<file path="src/rtl/seq_pkg.sv">
// Shared field widths, status codes and the instruction field layout.
package seq_pkg;
    localparam int WORD_W = 32;
    localparam int OP_W   = 4;
    localparam int RSEL_W = 4;
    localparam int CNT_W  = 8;
    localparam int DISP_W = 16;

    typedef enum logic [1:0] {
        MS_RUN    = 2'd0,
        MS_HALTED = 2'd1,
        MS_BAD_OP = 2'd2,
        MS_BAD_CA = 2'd3
    } mstat_e;

    // Most significant member first: opcode sits in the top nibble.
    typedef struct packed {
        logic [OP_W-1:0]   op;
        logic [RSEL_W-1:0] rsel;
        logic [CNT_W-1:0]  cnt;
        logic [DISP_W-1:0] disp;
    } ifields_t;
endpackage

</file>
<file path="src/rtl/seq_field_split.sv">
// Splits an instruction word into its fields and classifies the opcode.
// Assumes: the word width equals the sum of the field widths.
module seq_field_split
    import seq_pkg::*;
#(
    parameter logic [(1<<OP_W)-1:0] LEGAL_MASK = 16'hFDFF,
    parameter logic [OP_W-1:0]      HALT_OP    = 4'd15
) (
    input  logic [WORD_W-1:0] word,
    output ifields_t          fields,
    output logic              legal,
    output logic              is_halt
);
    // Field extraction and opcode classification.
    always_comb begin
        fields  = ifields_t'(word);
        legal   = LEGAL_MASK[fields.op];
        is_halt = (fields.op == HALT_OP);
    end
endmodule

</file>
<file path="src/rtl/seq_status_reg.sv">
// Holds the machine status. Leaves running on the first fault or halt
// event and then keeps that value until reset.
// Assumes: at most one event is raised per cycle. If several are raised,
// the address fault wins, then the bad opcode, then the halt.
module seq_status_reg
    import seq_pkg::*;
(
    input  logic   clk,
    input  logic   rst_n,
    input  logic   set_bad_ca,
    input  logic   set_bad_op,
    input  logic   set_halt,
    output mstat_e stat
);
    // Sticky status update.
    always_ff @(posedge clk) begin
        if (!rst_n)
            stat <= MS_RUN;
        else if (stat == MS_RUN) begin
            if (set_bad_ca)      stat <= MS_BAD_CA;
            else if (set_bad_op) stat <= MS_BAD_OP;
            else if (set_halt)   stat <= MS_HALTED;
        end
    end
endmodule

</file>
<file path="src/rtl/seq_fetch_ctrl.sv">
// Fetch and decode sequencer for a stack machine. Reads the program store
// at the code pointer, latches the word, decodes it and issues legal
// instructions over valid/ready. Waits for the next code pointer from
// the execute stage before fetching again.
// Assumes: read data arrives one cycle after code_rd; the execute stage
// returns exactly one ret_valid pulse per accepted instruction.
module seq_fetch_ctrl
    import seq_pkg::*;
#(
    parameter int                   CODE_AW    = 16,
    parameter logic [(1<<OP_W)-1:0] LEGAL_MASK = 16'hFDFF,
    parameter logic [OP_W-1:0]      HALT_OP    = 4'd15
) (
    input  logic               clk,
    input  logic               rst_n,
    input  logic [CODE_AW-1:0] code_top,
    output logic               code_rd,
    output logic [CODE_AW-1:0] code_addr,
    input  logic [WORD_W-1:0]  code_rdata,
    output logic               iss_valid,
    input  logic               iss_ready,
    output logic [OP_W-1:0]    iss_op,
    output logic [RSEL_W-1:0]  iss_rsel,
    output logic [CNT_W-1:0]   iss_cnt,
    output logic [DISP_W-1:0]  iss_disp,
    output logic [CODE_AW-1:0] iss_cp,
    input  logic               ret_valid,
    input  logic [CODE_AW-1:0] ret_cp,
    output logic [1:0]         status
);
    typedef enum logic [2:0] {
        PH_REQ, PH_WAIT, PH_DEC, PH_ISSUE, PH_EXEC, PH_STOP
    } phase_e;

    phase_e              ph;
    logic [CODE_AW-1:0]  cp;
    logic [WORD_W-1:0]   ir;
    ifields_t            f;
    logic                legal, is_halt, running, in_range;
    logic                set_bad_ca, set_bad_op, set_halt;
    mstat_e              stat;

    seq_field_split #(.LEGAL_MASK(LEGAL_MASK), .HALT_OP(HALT_OP)) u_split (
        .word(ir), .fields(f), .legal(legal), .is_halt(is_halt)
    );

    seq_status_reg u_stat (
        .clk(clk), .rst_n(rst_n), .set_bad_ca(set_bad_ca),
        .set_bad_op(set_bad_op), .set_halt(set_halt), .stat(stat)
    );

    // Fetch gating, fault events and issue outputs.
    always_comb begin
        running    = (stat == MS_RUN);
        in_range   = (cp < code_top);
        code_rd    = (ph == PH_REQ) && running && in_range;
        code_addr  = cp;
        set_bad_ca = (ph == PH_REQ) && running && !in_range;
        set_bad_op = (ph == PH_DEC) && !legal;
        set_halt   = (ph == PH_DEC) && legal && is_halt;
        iss_valid  = (ph == PH_ISSUE);
        iss_op     = f.op;
        iss_rsel   = f.rsel;
        iss_cnt    = f.cnt;
        iss_disp   = f.disp;
        iss_cp     = cp;
        status     = stat;
    end

    // Phase sequencing, instruction register and code pointer.
    always_ff @(posedge clk) begin
        if (!rst_n) begin
            ph <= PH_REQ;
            cp <= '0;
            ir <= '0;
        end else begin
            case (ph)
                PH_REQ:   ph <= (running && in_range) ? PH_WAIT : PH_STOP;
                PH_WAIT: begin
                    ir <= code_rdata;
                    ph <= PH_DEC;
                end
                PH_DEC:   ph <= (!legal || is_halt) ? PH_STOP : PH_ISSUE;
                PH_ISSUE: if (iss_ready) ph <= PH_EXEC;
                PH_EXEC: begin
                    if (ret_valid) begin
                        cp <= ret_cp;
                        ph <= PH_REQ;
                    end
                end
                default:  ph <= PH_STOP;
            endcase
        end
    end
endmodule

</file>
<file path="config.mk">
export PLATFORM = sky130hd
export DESIGN_NAME = seq_fetch_ctrl
export DESIGN_NICKNAME = d
export VERILOG_FILES = /design/src/rtl/seq_pkg.sv /design/src/rtl/seq_field_split.sv /design/src/rtl/seq_status_reg.sv /design/src/rtl/seq_fetch_ctrl.sv
export SDC_FILE = /design/constraint.sdc
export NUM_CORES = 1
export LEC_CHECK = 0
export BUFFER_PORTS_ARGS = -buffer_cell sky130_fd_sc_hd__buf_2
export CORE_UTILIZATION = 25
export CTS_CLUSTER_DIAMETER = 150
export DETAILED_ROUTE_END_ITERATION = 6
export HOLD_SLACK_MARGIN = 0.03
export PLACE_DENSITY = 0.5
export SYNTH_ARGS = -nofsm -noshare
export SYNTH_HDL_FRONTEND = slang
export SYNTH_SLANG_ARGS = --single-unit
</file>
<file path="constraint.sdc">
create_clock -name clk -period 2.1 [get_ports clk]
set_input_delay 0.42 -clock clk [delete_from_list [all_inputs] [get_ports clk]]
set_output_delay 0.42 -clock clk [all_outputs]
set_load 0.01 [all_outputs]
</file>
==> flow_summary.json <==
{
  "fin_cells": 588,
  "ys.flop_type": "dfxtp_1",
  "hold_depth": 3,
  "postLayoutCoreUtil": 0.348,
  "fill_cells": 1156,
  "power.total_w": 0.00236,
  "syn2layout_area_growth_pct": 35.4,
  "synth_mux_area_frac": 0,
  "cts_sinks": 54,
  "p_per_area_nw_per_um2": 623,
  "fin_nets": 530,
  "maxCapViolCount": 0,
  "netlist_instances": 318,
  "num_vias": 2492,
  "violations": "setup timing",
  "fp.coreArea_um2": 10900,
  "dieArea_um2": 11600,
  "r2r_cells": 7,
  "slew_headroom": 0.700,
  "cts_root_buf": "clkbuf_8",
  "worst_pin_slew_ns": 0.450,
  "p_leak_nw": 1.80,
  "drt-wirelength-per-cell_um": 11.3,
  "h-tree-depth": 2,
  "rows": 38,
  "async_flop_share": 0,
  "netlist_area_um2": 2800,
  "layout_setup_ws_ns": -0.180,
  "n_antenna_cell": 0,
  "cp_max_fo": 3,
  "period_share": 1.09,
  "ys.warnings.count": 0,
  "insertion_delay_ns": 0.31,
  "yosysSeqAreaShare": 0.387,
  "crit_path_start_kind": "flip-flop",
  "ys_seq_elements": 54,
  "grt_pass1_vias": 2375,
  "finClkSkew_ns": 0.00704,
  "outcome": "finished, violations left",
  "io_buffer_count": 135,
  "ir_drop_mv": 0.358,
  "antenna_found_initial": 0,
  "place_congestion": 0.800,
  "place_hpwl_um": 4940,
  "yosys.area_share.simple": 0.225,
  "synth_compound_area_frac": 0.206,
  "path_class": "reg2out",
  "synth-edff-count": 0,
  "fmax_mhz": 439,
  "cts_tree": "done",
  "syn_nets": 401,
  "min-delay-path-class": "in2reg",
  "setup_violations": 1,
  "clockBufferDepth": 2,
  "cts.clk_slew.worst_paths_ns": 0.11,
  "crit_path_end_kind": "output pin",
  "ys_types": 41,
  "grt-ovfl-total": 0,
  "viasPerCell": 4.24,
  "ioPinCount": 136,
  "drc": 0,
  "final.setup.tns_ns": -0.180,
  "syn_area_per_cell_um2": 8.79,
  "cp_slowest_cell": "dfxtp_2",
  "hold_viol": 0,
  "firstDrtPassIters": 4,
  "numCtsBuffers": 5,
  "place_ws_ns": -0.353,
  "synth-xor-area-share": 0,
  "grt_pass1_wl_um": 10900,
  "grtUsageTotal": 0.116,
  "start_util": 0.257,
  "slowest_delay_ns": 0.35,
  "cp_cell_sequence": "ha_4 -> nand4_1 -> nor3_4 -> nand3b_1 -> and3_4 -> and2_4 -> buf_6",
  "maxSlewViolCount": 0,
  "drtIter0Drc": 49,
  "drive_gt1_frac": 0.525,
  "rsz0062_at_grt": "true",
  "synth_top_family_by_area": "simple AND/OR/NAND/NOR gates",
  "worstPathRequired_ns": 1.68,
  "die_y_um": 108,
  "ant_nets": 0,
  "grt_max_degree": 29,
  "synth_fa_ha_area_frac": 0.0671,
  "arrival_ns": 1.86,
  "dp_cells": 576,
  "die_x_um": 108,
  "fin_crit_ns": 2.28,
  "drt-total-wl_um": 6670
}
[per-layer routing]
layer | vias to the layer above | global-route usage | routed length [µm]
met5 | - | 0 | 0
met4 | 0 | 0.0235 | 33
met3 | 4 | 0.0369 | 533
met2 | 90 | 0.191 | 3020
met1 | 1106 | 0.148 | 3080
li1 | 1292 | - | -
[cell type report]
class / instances / area [µm²] / area share
flip-flops and latches: 54 / 1100 / 0.289
multi-input cells: 214 / 1510 / 0.398
clock inverters: 3 / 47.5 / 0.0126
repair buffers: 154 / 825 / 0.218
inverters: 18 / 67.6 / 0.0178
well taps: 140 / 175 / 0.0463
clock buffers: 5 / 68.8 / 0.0182
[worst max-delay path, delay by kind of cell, from the launching register on]
family,cells,cell delay (ns)
adders and majority gates,1,0.27
and+or+nand+nor,5,0.83
buffers and inverters,1,0.11
DFF,1,0.35
[sequential cells by signal (all words and copies together) (netlist names)]
register and count:
ir 32, code_addr 16, ph 3, u_stat.stat 2
legal 1
[synthesized netlist by cell type (3+ instances only)]
master	number	area, µm²
clkbuf_1	5	18.8
buf_2	3	15.0
inv_1	16	60.1
nor3_1	5	25.0
nand2_1	82	308
dfxtp_1	54	1080
nand2_2	20	125
a21oi_1	5	25.0
a21boi_1	14	105
a21boi_2	20	225
a21boi_0	14	105
nor2_1	4	15.0
buf_4	19	143
ha_1	15	188
o21ai_0	7	35.0
[report_power, final]
part,internal [W],switching (W)
Combinational,0.000221,0.000268
Clock,0.000365,0.000377
Sequential,0.00109,0.0000384
Total,0.00167,0.000683
[repair_timing]
item	4_1_cts	5_1_grt
resized for setup	23	6
endpoints found under the setup margin	1	1
hold buffers	0	0
setup buffers	5	0
pin swaps	9	2
[worst paths after layout]
kind / start / end / slack, ns
hold / removal: code_rdata[10] / ir[10] / 0.33
setup / recovery: code_addr[15] / code_rd / -0.18
setup reg to reg: code_addr[15] / u_stat.stat[1] / 0.47
hold reg to reg: ir[5] / ir[5] / 0.46
[placed cells by master, fill, tap and decap left out, drive strengths merged, types with 2 or more instances in the layout]
cell type / synthesis / routed
a21boi: 48 / 48
a21oi: 5 / 5
and2: 2 / 2
and3: 3 / 3
and4: 2 / 2
buf: 27 / 154
clkbuf: 5 / 5
dfxtp: 54 / 54
ha: 15 / 15
inv: 18 / 20
nand2: 102 / 102
nand2b: 2 / 2
nand3: 3 / 3
nand4: 2 / 2
nor2: 5 / 5
nor3: 5 / 5
nor4b: 2 / 2
o21ai: 7 / 7
[through the flow]
step / hold WS (ns) / cell area [µm²]
2_1_floorplan: 0.488 / 2800
4_1_cts: 0.314 / 3750
6_report: 0.331 / 3790
5_1_grt: 0.311 / 3790
3_5_place_dp: 0.453 / 3510
3_3_place_gp: 0.448 / 3510
[kinds of logic (layout without fill, tap and decap cells)]
logic type / count (synthesis) / count (layout)
buffers and inverters: 50 / 180
AO/OA/AOI/OAI: 68 / 68
AND/OR/NAND/NOR: 131 / 131
adder cells (fa/ha/maj): 15 / 15
flip-flops: 54 / 54
Power figures use the tool's default switching activity.
